### src/rtl/sgc_pkg.sv
package sgc_pkg;

   typedef enum logic [1:0] {
      LVL_USER = 2'd0,
      LVL_OS   = 2'd1,
      LVL_HYP  = 2'd2,
      LVL_MON  = 2'd3
   } priv_lvl_e;

   // One-hot outcome; undef is bit 0, done is bit 3
   typedef struct packed {
      logic done;
      logic trap_l3;
      logic trap_l2;
      logic undef;
   } verdict_t;

   typedef struct packed {
      logic feat;
      logic has_l3;
      logic l2_on;
      logic fgt;
      logic l3_feat_en;
      logic l3_fgt_en;
      logic undef_prio;
      logic undef_sel;
      logic fg_rd_n;
      logic fg_wr_n;
   } gate_cfg_t;

endpackage

### src/rtl/sgc_decode.sv
module sgc_decode #(
   parameter logic [1:0] OP0 = 2'b11,
   parameter logic [2:0] OP1 = 3'b000,
   parameter logic [3:0] CRN = 4'b0010,
   parameter logic [3:0] CRM = 4'b0101,
   parameter logic [2:0] OP2 = 3'b010
) (
   input  logic       vld,
   input  logic [1:0] op0,
   input  logic [2:0] op1,
   input  logic [3:0] crn,
   input  logic [3:0] crm,
   input  logic [2:0] op2,
   output logic       hit
);
   localparam int KEY_W = 16;
   localparam logic [KEY_W-1:0] KEY = {OP0, OP1, CRN, CRM, OP2};

   logic [KEY_W-1:0] req_key;

   assign req_key = {op0, op1, crn, crm, op2};
   assign hit     = vld && (req_key == KEY);
endmodule

### src/rtl/sgc_arbiter.sv
module sgc_arbiter
   import sgc_pkg::*;
#(
   parameter int          CLASS_W     = 6,
   parameter logic [CLASS_W-1:0] TRAP_CLASS = 6'h18,
   parameter bit          FGT_STEP_EN = 1'b1
) (
   input  logic               hit,
   input  logic               wr,
   input  priv_lvl_e          lvl,
   input  gate_cfg_t          cfg,
   output verdict_t           verdict,
   output logic [CLASS_W-1:0] cls
);
   logic fgt_gate;
   logic l3_block;
   logic dir_bit;
   logic fgt_hit;

   generate
      if (FGT_STEP_EN) begin : g_fgt_on
         assign fgt_gate = 1'b1;
      end else begin : g_fgt_off
         assign fgt_gate = 1'b0;
      end
   endgenerate

   assign l3_block = cfg.has_l3 && !cfg.l3_feat_en;
   assign dir_bit  = wr ? cfg.fg_wr_n : cfg.fg_rd_n;
   assign fgt_hit  = fgt_gate && cfg.l2_on && cfg.fgt &&
                     (!cfg.has_l3 || cfg.l3_fgt_en) && !dir_bit;

   always_comb begin
      verdict = '0;
      if (hit) begin
         if (!cfg.feat) begin
            verdict.undef = 1'b1;
         end else begin
            unique case (lvl)
               LVL_USER: verdict.undef = 1'b1;
               LVL_OS: begin
                  if (l3_block && cfg.undef_prio)  verdict.undef   = 1'b1;
                  else if (fgt_hit)                 verdict.trap_l2 = 1'b1;
                  else if (l3_block && cfg.undef_sel) verdict.undef = 1'b1;
                  else if (l3_block)                verdict.trap_l3 = 1'b1;
                  else                              verdict.done    = 1'b1;
               end
               LVL_HYP: begin
                  if (l3_block && cfg.undef_prio)  verdict.undef   = 1'b1;
                  else if (l3_block && cfg.undef_sel) verdict.undef = 1'b1;
                  else if (l3_block)                verdict.trap_l3 = 1'b1;
                  else                              verdict.done    = 1'b1;
               end
               default: verdict.done = 1'b1;
            endcase
         end
      end
   end

   assign cls = (verdict.trap_l2 || verdict.trap_l3) ? TRAP_CLASS : '0;
endmodule

### src/rtl/sgc_store.sv
module sgc_store #(
   parameter int                DATA_W    = 64,
   parameter logic [DATA_W-1:0] IMPL_MASK = 64'h721
) (
   input  logic              clk,
   input  logic              rst_n,
   input  logic              we,
   input  logic              re,
   input  logic [DATA_W-1:0] wdata,
   output logic [DATA_W-1:0] word,
   output logic [DATA_W-1:0] rdata
);
   generate
      for (genvar b = 0; b < DATA_W; b++) begin : g_bit
         if (IMPL_MASK[b]) begin : g_impl
            logic bit_q;
            always_ff @(posedge clk or negedge rst_n) begin
               if (!rst_n)  bit_q <= 1'b0;
               else if (we) bit_q <= wdata[b];
            end
            assign word[b] = bit_q;
         end else begin : g_tie
            assign word[b] = 1'b0;
         end
      end
   endgenerate

   assign rdata = re ? word : '0;
endmodule

### src/rtl/sysreg_guard_ctl.sv
module sysreg_guard_ctl
   import sgc_pkg::*;
#(
   parameter int                 DATA_W      = 64,
   parameter logic [DATA_W-1:0]  IMPL_MASK   = 64'h721,
   parameter int                 CLASS_W     = 6,
   parameter logic [CLASS_W-1:0] TRAP_CLASS  = 6'h18,
   parameter bit                 FGT_STEP_EN = 1'b1,
   parameter logic [1:0]         OP0 = 2'b11,
   parameter logic [2:0]         OP1 = 3'b000,
   parameter logic [3:0]         CRN = 4'b0010,
   parameter logic [3:0]         CRM = 4'b0101,
   parameter logic [2:0]         OP2 = 3'b010
) (
   input  logic               clk,
   input  logic               rst_n,
   input  logic               req_vld,
   input  logic               req_wr,
   input  logic [1:0]         req_op0,
   input  logic [2:0]         req_op1,
   input  logic [3:0]         req_crn,
   input  logic [3:0]         req_crm,
   input  logic [2:0]         req_op2,
   input  logic [1:0]         req_lvl,
   input  logic [DATA_W-1:0]  req_wdata,
   input  logic               cfg_feat,
   input  logic               cfg_has_l3,
   input  logic               cfg_l2_on,
   input  logic               cfg_fgt,
   input  logic               cfg_l3_feat_en,
   input  logic               cfg_l3_fgt_en,
   input  logic               cfg_undef_prio,
   input  logic               cfg_undef_sel,
   input  logic               cfg_fg_rd_n,
   input  logic               cfg_fg_wr_n,
   output logic               rsp_vld,
   output logic [3:0]         rsp_res,
   output logic [CLASS_W-1:0] rsp_class,
   output logic [DATA_W-1:0]  rsp_rdata,
   output logic [DATA_W-1:0]  ctl_word
);
   generate
      if (DATA_W < 11) begin : g_bad_width
         $error("DATA_W must hold bit 10");
      end
      if (IMPL_MASK == '0) begin : g_bad_mask
         $error("IMPL_MASK must keep at least one bit");
      end
      if (CLASS_W < 5) begin : g_bad_class
         $error("CLASS_W too narrow for the trap class");
      end
   endgenerate

   logic      hit;
   gate_cfg_t cfg;
   verdict_t  verdict;

   assign cfg = '{feat:       cfg_feat,
                  has_l3:     cfg_has_l3,
                  l2_on:      cfg_l2_on,
                  fgt:        cfg_fgt,
                  l3_feat_en: cfg_l3_feat_en,
                  l3_fgt_en:  cfg_l3_fgt_en,
                  undef_prio: cfg_undef_prio,
                  undef_sel:  cfg_undef_sel,
                  fg_rd_n:    cfg_fg_rd_n,
                  fg_wr_n:    cfg_fg_wr_n};

   sgc_decode #(
      .OP0(OP0), .OP1(OP1), .CRN(CRN), .CRM(CRM), .OP2(OP2)
   ) u_dec (
      .vld (req_vld),
      .op0 (req_op0),
      .op1 (req_op1),
      .crn (req_crn),
      .crm (req_crm),
      .op2 (req_op2),
      .hit (hit)
   );

   sgc_arbiter #(
      .CLASS_W(CLASS_W), .TRAP_CLASS(TRAP_CLASS), .FGT_STEP_EN(FGT_STEP_EN)
   ) u_arb (
      .hit     (hit),
      .wr      (req_wr),
      .lvl     (priv_lvl_e'(req_lvl)),
      .cfg     (cfg),
      .verdict (verdict),
      .cls     (rsp_class)
   );

   sgc_store #(
      .DATA_W(DATA_W), .IMPL_MASK(IMPL_MASK)
   ) u_store (
      .clk   (clk),
      .rst_n (rst_n),
      .we    (verdict.done && req_wr),
      .re    (verdict.done && !req_wr),
      .wdata (req_wdata),
      .word  (ctl_word),
      .rdata (rsp_rdata)
   );

   assign rsp_vld = hit;
   assign rsp_res = verdict;
endmodule

### config.mk
export PLATFORM = sky130hd
export DESIGN_NAME = sysreg_guard_ctl
export DESIGN_NICKNAME = d
export VERILOG_FILES = /design/src/rtl/sgc_pkg.sv /design/src/rtl/sgc_decode.sv /design/src/rtl/sgc_arbiter.sv /design/src/rtl/sgc_store.sv /design/src/rtl/sysreg_guard_ctl.sv
export SDC_FILE = /design/constraint.sdc
export NUM_CORES = 1
export LEC_CHECK = 0
export ABC_AREA = 0
export BUFFER_PORTS_ARGS = -buffer_cell sky130_fd_sc_hd__buf_2
export CAP_MARGIN = 15
export CORE_AREA = 2 2 91 93
export CTS_CLUSTER_DIAMETER = 80
export DETAILED_ROUTE_END_ITERATION = 10
export DIE_AREA = 0 0 93 95
export HOLD_SLACK_MARGIN = 0.06
export MAX_ROUTING_LAYER = met4
export PLACE_DENSITY = 0.6
export SYNTH_ARGS = -nofsm -noshare
export SYNTH_HDL_FRONTEND = slang
export SYNTH_SLANG_ARGS = --single-unit
### constraint.sdc
create_clock -name clk -period 1.7 [get_ports clk]
set_input_delay 0.255 -clock clk [delete_from_list [all_inputs] [get_ports clk]]
set_output_delay 0.255 -clock clk [all_outputs]
set_load 0.01 [all_outputs]
### Yosys cells after proc, flatten, opt, wreduce, memory -nomap -nowiden

Cells that the tools add are included.
Widths: inputs -> output; s select.

* equality and inequality tests: 3
* muxes and demuxes: 21
* multiply operators: 0
* shift-type cells: 0
* magnitude comparators: 0
* $add $sub $neg: 0
* bitwise gates (word level): 0
* div/mod/pow operators: 0
* reduce and logical (&&, ||, !) cells: 16

Operators by type and width (count)
* $eq 16x16->1 const B: 1
* $mux 11: 1
* $mux 1: 10
* $logic_and 1x1->1: 9
* $mux 2: 3
* $mux 3: 2
* $pmux 1 s3: 2
* $mux 5: 1
* $logic_not 1->1: 4
* $mux 4: 1
* $eq 2x1->1 const B: 1
* $eq 2x2->1 const B: 1
* $logic_not 2->1: 1
* $logic_or 1x1->1: 2
* $pmux 1 s2: 1

* flip-flop bits (word level): 5
* memory bits (writable): 0
* memories: 0
* word-level logic and storage cells: 45
* latch bits: 0
* output and inout port bits: 139
* memory bits (read-only): 0

### Logic depth before layout (Yosys ltp)

Gate-level depths: netlist of run 1.

* depth after elaboration: 11
* mapped depth: 7
* gate-level depth less buffers: 6

### Cells and area by module

From an unflattened synthesis of run 1, not the netlist that was laid out.

* cell total of the unflattened synthesis: 181
* area total of the unflattened synthesis: 1460.2 sq um

Modules (own cells, without submodules)
* sgc_store: times used 1, cells each 139, area an instance 1139.8 sq um, seq. area each 125.1 sq um
* sgc_arbiter: times used 1, cells each 33, area an instance 237.7 sq um, seq. area each 0.0 sq um
* sgc_decode: times used 1, cells each 7, area an instance 66.3 sq um, seq. area each 0.0 sq um
* sysreg_guard_ctl: times used 1, cells each 2, area an instance 16.3 sq um, seq. area each 0.0 sq um

### Least setup slack after synthesis of run 1

No wires, ideal clock.

* kind: input-to-output
* start: input port req_crm[1]
* end: output port rsp_class[4]
* path buffers: 1
* path slack: -0.168 ns
* cell stages on the path: 5
* data arrival time: 1.613 ns
* cells stage by stage: nor4b_2 nand3_1 or4_4 a21oi_1 buf_4

* word-level cells in the longest chain between the ends: 5

Ends and longest elaborated chain
* start: declaration: RTL line sysreg_guard_ctl.sv:22 `input logic [3:0] req_crm,`
* $eq 16x16->1: RTL line sgc_decode.sv:22 `assign hit = vld && (req_key == KEY);`
* $logic_and 1x1->1: RTL line sgc_decode.sv:22
* $mux 4: RTL line sgc_arbiter.sv:35 `if (hit) begin`
* $logic_or 1x1->1: RTL line sgc_arbiter.sv:60 `assign cls = (verdict.trap_l2 || verdict.trap_l3) ? TRAP_CLASS : '0;`
* $mux 5: RTL line sgc_arbiter.sv:60
* end: declaration: RTL line sysreg_guard_ctl.sv:38 `output logic [CLASS_W-1:0] rsp_class,`

No other way between the ends.

### Final worst setup path of run 1

* start: input port req_crm[1]
* end: output port rsp_rdata[5]

* word-level cells in the longest chain between the ends: 5

Ends and longest elaborated chain
* $eq 16x16->1: RTL line sgc_decode.sv:22
* $logic_and 1x1->1: RTL line sgc_decode.sv:22
* $mux 4: RTL line sgc_arbiter.sv:35
* $logic_and 1x1->1: RTL line sysreg_guard_ctl.sv:98 `.re (verdict.done && !req_wr),`
* $mux 11: RTL line sgc_store.sv:28 `assign rdata = re ? word : '0;`
* end: declaration: RTL line sysreg_guard_ctl.sv:39 `output logic [DATA_W-1:0] rsp_rdata,`

No other way between the ends.

==> impl_table.tex, run 1 <==
\begin{tabular}{lr}
\hline
Metric & Value \\
\hline
\multicolumn{2}{l}{\textbf{Status}} \\
\quad Run status & finished with violations \\
\quad Failing checks & negative setup slack \\
\multicolumn{2}{l}{\textbf{Power and ir drop}} \\
\quad Static Leakage & 0.984 nW \\
\quad PD cells & $\sim$350 nW/um2 \\
\quad Combinational power share & 43.9\% \\
\quad Pint & approximately 0.36 mW \\
\quad Sequential fraction of design power & around a fifth \\
\quad Max rail drop VDD & $\sim$0.14 mV \\
\quad Clk network pwr share & 35.7\% \\
\quad Switch share & 38.7\% \\
\quad Reported net switching power & $\sim$0.23 mW \\
\multicolumn{2}{l}{\textbf{Critical path}} \\
\quad Cell count of the worst reg-to-reg path & 1 \\
\quad CP Data Required Time & $\sim$1.4 ns \\
\quad R2R Path End & u\_store.g\_bit[8].g\_impl.bit\_q\$\_DFFE\_PN0P\_ \\
\quad Type of the worst setup path & in -> out \\
\quad Largest fanout on the critical path & 5 \\
\quad Startpoint types & input port \\
\quad Element type at the critical path end & primary output \\
\quad Worst endpoint data arrival time & 1.78 ns \\
\quad Worst R2R Start & u\_store.g\_bit[8].g\_impl.bit\_q\$\_DFFE\_PN0P\_ \\
\quad Reg2Reg Setup Slack & $\sim$0.93 ns \\
\multicolumn{2}{l}{\textbf{Yosys}} \\
\quad Sequential-to-total area share from yosys stat & between 8 and 9\% \\
\quad Netlist area before placement & between 1500 and 2000 um2 \\
\quad Post-Syn Instances & $\sim$190 \\
\quad Number of library cell types mapped by synthesis & 32 \\
\quad Syn\_area\_per\_cell & slightly above 8 um2 \\
\quad Post-synthesis register bit count & 5 \\
\quad YS warnings & 0 \\
\multicolumn{2}{l}{\textbf{Placed design}} \\
\quad Number of port buffers & between 50 and 60 \\
\quad Post-place instance area & $\sim$1500 um2 \\
\quad Placed wire-length estimate after detailed placement & about 2.4 mm \\
\quad Number of cells after detailed placement & between 300 and 400 \\
\quad Final weighted congestion in routability-driven placement & roughly 0.66 \\
\multicolumn{2}{l}{\textbf{Worst hold path}} \\
\quad Worst min-delay path endpoint & u\_store.g\_bit[5].g\_impl.bit\_q\$\_DFFE\_PN0P\_ \\
\quad Launch instance of the worst min-delay path & req\_wdata[5] \\
\quad Worst hold path type & in -> reg \\
\quad Cells on Worst Hold Path & 2 \\
\multicolumn{2}{l}{\textbf{STA}} \\
\quad Worst Setup Slack, final & -0.339 ns \\
\quad Number of endpoints failing setup at the final stage & 10 \\
\quad RSZ-0062 raised after global routing & true \\
\quad Final setup skew & 0 ns \\
\quad Final hold violation count & 0 \\
\quad Min Tclk post-route & just over 2 ns \\
\quad Hold slack final & roughly 0.27 ns \\
\quad Share of the clock period used by the worst path after layout & 120\% \\
\quad Upper clock frequency limit & between 400 and 500 MHz \\
\quad Total Neg Setup Slack & -3.10 ns \\
\quad Count of final max-slew check failures & 0 \\
\multicolumn{2}{l}{\textbf{Floorplan}} \\
\quad Effective utilization at floorplan & about 20\% \\
\quad Placeable core region & 7930 um2 \\
\quad Total number of placement rows & 33 \\
\quad Boundary Pins & 235 \\
\quad Total Die Area & 8840 um2 \\
\quad Y dimension of the die & roughly 95 um \\
\quad DIE WIDTH & roughly 93 um \\
\multicolumn{2}{l}{\textbf{Clock tree}} \\
\quad TritonCTS clock tree & built \\
\quad Maximum level of the CTS H-tree & 1 \\
\quad Buffer type at the clock tree root & clkbuf\_8 \\
\quad Clock sink count & 5 \\
\quad Largest buffer count on any clock path & 2 \\
\quad Clock latency of the later-clocked register in the worst-skew pair & approximately 0.21 ns \\
\quad CTS Buf Count & 3 \\
\quad Clock transition time at the flip-flop clock pins of the worst setup and hold paths & $\sim$0.030 ns \\
\multicolumn{2}{l}{\textbf{GRT}} \\
\quad Maximum number of pins on one net before global-route repair & 6 \\
\quad First-pass GRT wire length & 3.31 mm \\
\quad Global-route usage over all layers & 4.75\% \\
\quad Remaining Overflow, GRT & 0 \\
\quad Via count of the first global-routing pass & roughly 730 \\
\quad Initial antenna violation count & 0 \\
\multicolumn{2}{l}{\textbf{Routing}} \\
\quad Vias & roughly 1100 \\
\quad Wire length after detailed routing & 2.62 mm \\
\quad Post-detailed-route DRC marker count & 0 \\
\quad Starting DRT DRC Count & 3 \\
\quad Number of detailed-routing iterations run before antenna repair & 4 \\
\quad Detail Route Antenna Nets & 0 \\
\quad Average detailed-routed wire length per instance & around 7.3 um \\
\quad Post-detailed-route via-to-cell ratio & 2.94 \\
\multicolumn{2}{l}{\textbf{Finish}} \\
\quad Most common cell after layout, fill and taps aside & conb\_1 \\
\quad Inserted Diodes & 0 \\
\quad Layout Nets & 356 \\
\quad Leading cell types in the layout, fill and taps excluded & conb\_1, buf\_2, buf\_4 \\
\quad Post-route design area & 1660 um2 \\
\quad Layout Area Growth over Synthesis & 7.52\% \\
\quad Share of cells above drive strength 1 & between 30\% and 40\% \\
\quad Final Non-Filler Cells & between 300 and 400 \\
\quad Biggest regs & u\_store.g\_bit.g\_impl.bit\_q x5 \\
\quad Register with the highest flop count & u\_store.g\_bit.g\_impl.bit\_q \\
\quad Max FFs per register & 5 \\
\quad Number of fillers in the final layout & a little under 900 \\
\quad Layout Utilization & about a fifth \\
\multicolumn{2}{l}{\textbf{Job}} \\
\quad Maximum Capacitance Violations & 0 \\
\hline
\end{tabular}
## power by group through the flow
stage | clock network (mW) | registers [mW] | logic (mW)
after floorplan | 0 | 0.121 | 0.364
after global placement | 0 | 0.121 | 0.231
after detailed placement | 0 | 0.121 | 0.235
after CTS | 0.215 | 0.120 | 0.246
after global routing | 0.227 | 0.120 | 0.288
final | 0.210 | 0.120 | 0.259
## final cells by class
type / instances / area [um2] / share of cell area [%]
Clock buffer: 4 / 45.0 / 2.71
Inverter: 5 / 18.8 / 1.13
Multi-Input combinational cell: 174 / 943 / 56.7
Sequential cell: 5 / 125 / 7.52
Tap cell: 105 / 131 / 7.90
Timing Repair Buffer: 67 / 399 / 24.0
## cell families (layout without fill, tap and decap cells)
family | after synthesis | count (layout) | share of synthesized area, %
AND/OR/NAND/NOR | 35 | 35 | 17.6
multiplexers | 6 | 6 | 4.29
buffers and inverters | 133 | 76 | 63.3
AO/OA/AOI/OAI | 7 | 7 | 3.24
other | 1 | 122 | 0.242
flip-flops | 5 | 5 | 8.09
adder cells (fa/ha/maj) | 4 | 4 | 3.24
## worst max-delay path, stage by stage
cell	delay, ns
buf_6	0.09
nor4b_2	0.25
nand3_1	0.12
or4_4	0.56
nor3b_4	0.24
and2_1	0.15
buf_2	0.12
## cell usage after synthesis
master,count,area [um2]
a21boi_0,1,7.51
a21o_1,1,7.51
a21oi_1,2,10.0
a221o_1,1,10.0
and2_1,5,31.3
and2b_2,1,8.76
and3b_1,1,8.76
buf_4,128,961
conb_1,1,3.75
dfrtp_1,5,125
ha_1,4,50.1
inv_1,5,18.8
mux2_2,5,56.3
mux2i_1,1,10.0
nand2_1,4,15.0
nand2b_1,1,6.26
nand3_1,2,10.0
nand4_1,2,12.5
nand4_2,1,12.5
nand4b_1,1,8.76
nand4bb_1,2,22.5
nor2_1,1,3.75
nor2b_1,2,12.5
nor3_1,4,20.0
nor3b_1,1,7.51
nor3b_4,2,37.5
nor4b_1,2,17.5
nor4b_2,1,15.0
nor4bb_1,1,10.0
o211ai_1,1,7.51
o31ai_1,1,7.51
or4_4,1,11.3
## timing repair
item,4_1_cts,5_1_grt
setup endpoints to repair,11,16
pin swaps,7,2
resized for setup,8,10
setup buffers,0,2
hold endpoints to repair,5,0
hold buffers,1,0
## through the flow
step / power (mW) / worst slack (ns)
floorplan: 0.485 / -0.127
global placement: 0.352 / -0.374
detailed placement: 0.356 / -0.407
CTS: 0.581 / -0.353
global route: 0.635 / -0.436
finish: 0.588 / -0.339
## per-layer routing
metal / global-route usage (%) / vias up / routed length (um)
met1: 5.08 / 469 / 842
met2: 8.94 / 90 / 1390
li1: - / 499 / -
met4: 1.10 / 0 / 0
met5: - / - / 0
met3: 1.04 / 0 / 387
## how the worst max path moves through the flow
stage / end / startpoint / slack (ns)
floorplan: rsp_rdata[0] / req_crm[1] / -0.13
global placement: rsp_rdata[9] / req_op1[0] / -0.37
detailed placement: rsp_rdata[5] / req_op1[0] / -0.41
CTS: rsp_rdata[5] / req_crm[1] / -0.35
global route: rsp_rdata[8] / req_crm[1] / -0.44
finish: rsp_rdata[5] / req_crm[1] / -0.34
Power figures use the tool's default switching activity.
==> inputs of run 2 (changes only) <==
- CTS_BUF_LIST: default -> sky130_fd_sc_hd__clkbuf_16
==> run 2 against run 1 <==
  * The flow still finishes with violations (negative setup slack)
  * Sequential power is essentially flat
  * Final cell count did not move
  * Flip-flop and latch count did not move
  * Non-clock buffer count did not move
==> impl_table.tex, run 2 (synthesis gave the netlist of run 1 again) <==
\begin{tabular}{lr}
\hline
Metric & Value \\
\hline
\multicolumn{2}{l}{\textbf{Clock tree}} \\
\quad Largest buffer count on any clock path & 2 \\
\quad Clock transition time at the flip-flop clock pins of the worst setup and hold paths & 0.03 ns \\
\quad Maximum level of the CTS H-tree & 1 \\
\quad Buffer type at the clock tree root & clkbuf\_16 \\
\quad Clock sink count & 5 \\
\quad TritonCTS clock tree & built \\
\quad CTS Buf Count & 3 \\
\quad Clock latency of the later-clocked register in the worst-skew pair & between 0.2 and 0.25 ns \\
\multicolumn{2}{l}{\textbf{GRT}} \\
\quad Remaining Overflow, GRT & 0 \\
\quad First-pass GRT wire length & 3.33 mm \\
\quad Via count of the first global-routing pass & roughly 740 \\
\quad Maximum number of pins on one net before global-route repair & 6 \\
\quad Initial antenna violation count & 0 \\
\quad Global-route usage over all layers & roughly 4.8\% \\
\multicolumn{2}{l}{\textbf{Finish}} \\
\quad Register with the highest flop count & u\_store.g\_bit.g\_impl.bit\_q \\
\quad Leading cell types in the layout, fill and taps excluded & conb\_1, buf\_2, buf\_4 \\
\quad Layout Nets & about 360 \\
\quad Most common cell after layout, fill and taps aside & conb\_1 \\
\quad Max FFs per register & 5 \\
\quad Inserted Diodes & 0 \\
\quad Final Non-Filler Cells & 360 \\
\quad Layout Area Growth over Synthesis & 9.71\% \\
\quad Share of cells above drive strength 1 & 35.7\% \\
\quad Biggest regs & u\_store.g\_bit.g\_impl.bit\_q x5 \\
\multicolumn{2}{l}{\textbf{Critical path}} \\
\quad Largest fanout on the critical path & 5 \\
\quad Type of the worst setup path & in -> out \\
\quad CP Data Required Time & between 1 and 1.5 ns \\
\quad Crit path max-delay family & simple AND/OR/NAND/NOR gates \\
\quad Cell count of the worst reg-to-reg path & 1 \\
\quad Critical path's slowest cell & or4\_4 \\
\quad Startpoint types & input port \\
\quad Critical path launch point & req\_crm[1] \\
\quad Sequence of cells on the critical path & buf\_6 -> nor4b\_2 -> nand3\_1 -> or4\_4 -> nor3b\_4 -> and2\_1 -> buf\_2 \\
\quad Crit path buf inv count & 2 \\
\quad Element type at the critical path end & primary output \\
\quad Worst endpoint data arrival time & 1.78 ns \\
\quad Crit-path max cell delay & $\sim$0.56 ns \\
\quad Worst R2R Start & u\_store.g\_bit[8].g\_impl.bit\_q\$\_DFFE\_PN0P\_ \\
\quad Logic depth of the worst setup path including buffers & 7 \\
\multicolumn{2}{l}{\textbf{STA}} \\
\quad Share of the clock period used by the worst path after layout & 120\% \\
\quad Upper clock frequency limit & slightly below 500 MHz \\
\quad Min Tclk post-route & 2.04 ns \\
\quad RSZ-0062 raised after global routing & true \\
\quad Final hold violation count & 0 \\
\quad Worst Setup Slack, final & -0.339 ns \\
\quad Final setup skew & 0 ns \\
\quad Number of endpoints failing setup at the final stage & 10 \\
\quad Count of final max-slew check failures & 0 \\
\multicolumn{2}{l}{\textbf{Routing}} \\
\quad WL met2 & around 1.4 mm \\
\quad Wire length after detailed routing & roughly 2.6 mm \\
\quad Detail Route Antenna Nets & 0 \\
\quad Number of detailed-routing iterations run before antenna repair & 4 \\
\quad Met3 wirelength from detailed routing & approximately 390 um \\
\quad Highest metal used & met3 \\
\quad Vias & 1054 \\
\quad Post-detailed-route via-to-cell ratio & between 2 and 3 \\
\quad Starting DRT DRC Count & 3 \\
\quad Post-detailed-route DRC marker count & 0 \\
\quad Average detailed-routed wire length per instance & 7.34 um \\
\quad Routed metal-1 wire length & $\sim$850 um \\
\multicolumn{2}{l}{\textbf{Worst hold path}} \\
\quad Cells on Worst Hold Path & 2 \\
\quad Worst hold path type & in -> reg \\
\quad Launch instance of the worst min-delay path & req\_wdata[5] \\
\multicolumn{2}{l}{\textbf{Power and ir drop}} \\
\quad Max rail drop VDD & between 0.2 and 0.25 mV \\
\quad PD cells & roughly 440 nW/um2 \\
\quad Static Leakage & $\sim$1.0 nW \\
\multicolumn{2}{l}{\textbf{Placed design}} \\
\quad Dpl ws & -0.407 ns \\
\quad Final weighted congestion in routability-driven placement & 0.657 \\
\quad Number of cells after detailed placement & 353 \\
\quad Number of port buffers & between 50 and 60 \\
\quad Placed wire-length estimate after detailed placement & approximately 2.4 mm \\
\multicolumn{2}{l}{\textbf{Floorplan}} \\
\quad DIE WIDTH & roughly 93 um \\
\quad Total Die Area & 8840 um2 \\
\quad Total number of placement rows & 33 \\
\quad Y dimension of the die & about 95 um \\
\quad Effective utilization at floorplan & 19.5\% \\
\quad Boundary Pins & $\sim$240 \\
\quad Placeable core region & slightly below 8000 um2 \\
\multicolumn{2}{l}{\textbf{Status}} \\
\quad Run status & finished with violations \\
\quad Failing checks & negative setup slack \\
\multicolumn{2}{l}{\textbf{Job}} \\
\quad Maximum Capacitance Violations & 0 \\
\hline
\end{tabular}
[run 2: cell count changes in the layout (fill, tap and decap cells not counted)]
| cell | previous run | this run |
|---|---|---|
| clkbuf_1 | 1 | 0 |
| clkbuf_16 | 0 | 3 |
| clkbuf_8 | 3 | 0 |
| inv_1 | 3 | 4 |
[run 2: where the power goes]
group          total [mW]  internal (mW)  switching (mW)
logic               0.259         0.0805           0.178
clock network       0.373          0.304          0.0689
registers           0.120          0.120      0.00000376
[run 2: per-stage QoR]
stage | cell area, um2 | hold WS [ns] | utilization (%) | total power [mW] | setup TNS, ns
after floorplan | 2000 | -0.0406 | - | 0.485 | -0.798
after global placement | 1520 | 0.0708 | 19.2 | 0.352 | -4.24
after detailed placement | 1520 | 0.0704 | 19.2 | 0.356 | -4.50
after CTS | 1650 | 0.266 | 20.8 | 0.744 | -3.28
after global routing | 1700 | 0.269 | 21.4 | 0.798 | -4.00
final | 1700 | 0.265 | 21.4 | 0.751 | -3.10
[run 2: what timing repair did]
action                     CTS  global route
setup endpoints to repair   11            16
resized for setup            8            10
setup buffers                0             2
hold buffers                 1             0
pin swaps                    7             2
hold endpoints to repair     5             0
gates cloned                 0             0
[run 2: final cells by class]
| class | instances | area (um2) |
|---|---|---|
| fill | 877 | 6230 |
| timing repair buffer | 67 | 399 |
| tap | 105 | 131 |
| clock buffer | 3 | 75.1 |
| clock inverter | 1 | 3.75 |
| inverter | 5 | 18.8 |
| multi-input combinational | 174 | 943 |
| sequential | 5 | 125 |
[run 2: path summary, 6_finish.rpt]
check                                                            end  slack, ns
hold reg to reg            u_store.g_bit[9].g_impl.bit_q$_DFFE_PN0P_       0.51
setup reg to reg           u_store.g_bit[8].g_impl.bit_q$_DFFE_PN0P_       0.93
min in group asynchronous  u_store.g_bit[0].g_impl.bit_q$_DFFE_PN0P_       0.37
setup / recovery                                        rsp_rdata[5]      -0.34
max in group asynchronous  u_store.g_bit[5].g_impl.bit_q$_DFFE_PN0P_       1.21
hold / removal             u_store.g_bit[5].g_impl.bit_q$_DFFE_PN0P_       0.27
[run 2: per-layer routing]
metal / up-vias / global-route usage (%)
met4: 0 / 1.47
met2: 90 / 9.00
met1: 464 / 5.08
met3: 0 / 1.04
li1: 500 / -
met5: - / -
==> inputs of run 3 (changes only) <==
- CTS_BUF_LIST: sky130_fd_sc_hd__clkbuf_16 -> sky130_fd_sc_hd__clkbuf_8
==> run 3 against run 2 <==
  * The run still ends with negative setup slack left
  * Routed wire length decreased by 0.76%
  * Fmax about the same
  * Final cell count unchanged
  * Via count increased by 0.38%
  * Clock-buffer cell count stayed put
  * First-iteration DRC count did not move
  * Sequential power is essentially flat
==> impl_table.tex, run 3 (synthesis gave the netlist of run 1 again) <==
\begin{tabular}{lr}
\hline
Metric & Value \\
\hline
\multicolumn{2}{l}{\textbf{Routing}} \\
\quad Number of detailed-routing iterations run before antenna repair & 4 \\
\quad Wire length after detailed routing & $\sim$2.6 mm \\
\quad Average detailed-routed wire length per instance & 7.28 um \\
\quad Post-detailed-route via-to-cell ratio & between 2 and 3 \\
\quad Post-detailed-route DRC marker count & 0 \\
\quad Vias & roughly 1100 \\
\quad Starting DRT DRC Count & 3 \\
\quad Detail Route Antenna Nets & 0 \\
\multicolumn{2}{l}{\textbf{Clock tree}} \\
\quad Maximum level of the CTS H-tree & 1 \\
\quad Clock latency of the later-clocked register in the worst-skew pair & $\sim$0.21 ns \\
\quad Buffer type at the clock tree root & clkbuf\_8 \\
\quad Clock sink count & 5 \\
\quad TritonCTS clock tree & built \\
\quad Clock transition time at the flip-flop clock pins of the worst setup and hold paths & 0.03 ns \\
\quad Largest buffer count on any clock path & 2 \\
\quad CTS Buf Count & 3 \\
\multicolumn{2}{l}{\textbf{Critical path}} \\
\quad Sequence of cells on the critical path & buf\_6 -> nor4b\_2 -> nand3\_1 -> or4\_4 -> nor3b\_4 -> and2\_1 -> buf\_2 \\
\quad Startpoint types & input port \\
\quad Critical path's slowest cell & or4\_4 \\
\quad Element type at the critical path end & primary output \\
\quad CP Data Required Time & 1.44 ns \\
\quad Crit path max-delay family & simple AND/OR/NAND/NOR gates \\
\quad Crit path buf inv count & 2 \\
\quad Worst endpoint data arrival time & 1.78 ns \\
\quad Type of the worst setup path & in -> out \\
\quad Crit-path max cell delay & 0.56 ns \\
\quad Largest fanout on the critical path & 5 \\
\multicolumn{2}{l}{\textbf{Power and ir drop}} \\
\quad Max rail drop VDD & 0.136 mV \\
\quad Static Leakage & roughly 1 nW \\
\quad PD cells & approximately 350 nW/um2 \\
\quad Post-route total power & a little under 0.6 mW \\
\multicolumn{2}{l}{\textbf{GRT}} \\
\quad Initial antenna violation count & 0 \\
\quad Maximum number of pins on one net before global-route repair & 6 \\
\quad Via count of the first global-routing pass & $\sim$730 \\
\quad First-pass GRT wire length & 3.31 mm \\
\quad Global-route usage over all layers & roughly 4.7\% \\
\quad Remaining Overflow, GRT & 0 \\
\multicolumn{2}{l}{\textbf{Placed design}} \\
\quad Placed wire-length estimate after detailed placement & approximately 2.4 mm \\
\quad Final weighted congestion in routability-driven placement & 0.657 \\
\quad Dpl ws & -0.407 ns \\
\quad Number of port buffers & 53 \\
\quad Post-place instance area & around 1500 um2 \\
\quad Number of cells after detailed placement & 353 \\
\multicolumn{2}{l}{\textbf{Floorplan}} \\
\quad Effective utilization at floorplan & 19.5\% \\
\quad Placeable core region & 7930 um2 \\
\quad DIE WIDTH & roughly 93 um \\
\quad Total Die Area & roughly 8800 um2 \\
\quad Total number of placement rows & 33 \\
\quad Y dimension of the die & 95 um \\
\quad Boundary Pins & $\sim$240 \\
\multicolumn{2}{l}{\textbf{STA}} \\
\quad Count of final max-slew check failures & 0 \\
\quad Number of endpoints failing setup at the final stage & 10 \\
\quad Final setup skew & 0 ns \\
\quad Share of the clock period used by the worst path after layout & 120\% \\
\quad Worst Setup Slack, final & -0.339 ns \\
\quad Hold slack final & 0.273 ns \\
\quad Min Tclk post-route & approximately 2.0 ns \\
\quad RSZ-0062 raised after global routing & true \\
\quad Upper clock frequency limit & a little under 500 MHz \\
\quad Final hold violation count & 0 \\
\multicolumn{2}{l}{\textbf{Finish}} \\
\quad Max FFs per register & 5 \\
\quad Leading cell types in the layout, fill and taps excluded & conb\_1, buf\_2, buf\_4 \\
\quad Post-route design area & between 1500 and 2000 um2 \\
\quad Most common cell after layout, fill and taps aside & conb\_1 \\
\quad Biggest regs & u\_store.g\_bit.g\_impl.bit\_q x5 \\
\quad Register with the highest flop count & u\_store.g\_bit.g\_impl.bit\_q \\
\quad Share of cells above drive strength 1 & roughly 36\% \\
\quad Inserted Diodes & 0 \\
\quad Layout Area Growth over Synthesis & 7.52\% \\
\quad Layout Nets & around 360 \\
\quad Final Non-Filler Cells & 360 \\
\multicolumn{2}{l}{\textbf{Status}} \\
\quad Run status & finished with violations \\
\quad Failing checks & negative setup slack \\
\multicolumn{2}{l}{\textbf{Job}} \\
\quad Maximum Capacitance Violations & 0 \\
\multicolumn{2}{l}{\textbf{Worst hold path}} \\
\quad Worst hold path type & in -> reg \\
\hline
\end{tabular}
run 3: where the power goes:
| group | switching (mW) | internal [mW] |
|---|---|---|
| sequential | 0.00000376 | 0.120 |
| combinational | 0.178 | 0.0805 |
| clock | 0.0502 | 0.154 |
| total | 0.228 | 0.354 |
run 3: cell type report:
cell class | count | area (um2)
fillers | 881 | 6260
multi-input cells | 174 | 943
repair buffers | 67 | 399
well taps | 105 | 131
flip-flops and latches | 5 | 125
clock buffers | 3 | 41.3
inverters | 5 | 18.8
clock inverters | 1 | 3.75
run 3: what timing repair did:
action | in CTS | in global routing
pin swaps | 7 | 2
endpoints found under the hold margin | 5 | 0
gates resized for setup | 8 | 10
buffers inserted | 0 | 2
setup endpoints to repair | 11 | 16
cloned | 0 | 0
hold buffers | 1 | 0
run 3: per-stage QoR:
| step | util (%) | setup TNS [ns] |
|---|---|---|
| detailed placement | 19.2 | -4.50 |
| global placement | 19.2 | -4.24 |
| floorplan | - | -0.798 |
| finish | 21.0 | -3.10 |
| global route | 21.0 | -4.01 |
| CTS | 20.4 | -3.28 |
run 3: path summary, 6_finish.rpt:
| kind | start | endpoint | slack, ns | cells after the start |
|---|---|---|---|---|
| worst max-delay path | req_crm[1] | rsp_rdata[5] | -0.34 | 7 |
| worst min-delay path | req_wdata[5] | u_store.g_bit[5].g_impl.bit_q$_DFFE_PN0P_ | 0.27 | 2 |
| worst max register to register | u_store.g_bit[8].g_impl.bit_q$_DFFE_PN0P_ | u_store.g_bit[8].g_impl.bit_q$_DFFE_PN0P_ | 0.93 | 1 |
| worst min register to register | u_store.g_bit[9].g_impl.bit_q$_DFFE_PN0P_ | u_store.g_bit[9].g_impl.bit_q$_DFFE_PN0P_ | 0.51 | 1 |
| max in group asynchronous | rst_n | u_store.g_bit[5].g_impl.bit_q$_DFFE_PN0P_ | 1.20 | 2 |
| min in group asynchronous | rst_n | u_store.g_bit[0].g_impl.bit_q$_DFFE_PN0P_ | 0.38 | 2 |
run 3: per-layer routing:
metal  up-vias  GRT usage [%]  share of wire [%]  wire length [um]
li1        499              -                  -                 -
met1       469           5.08                 32               842
met2        90           8.94                 53              1390
met4         0           1.10                  0                 0
met5         -              -                  0                 0
met3         0           1.04                 15               387
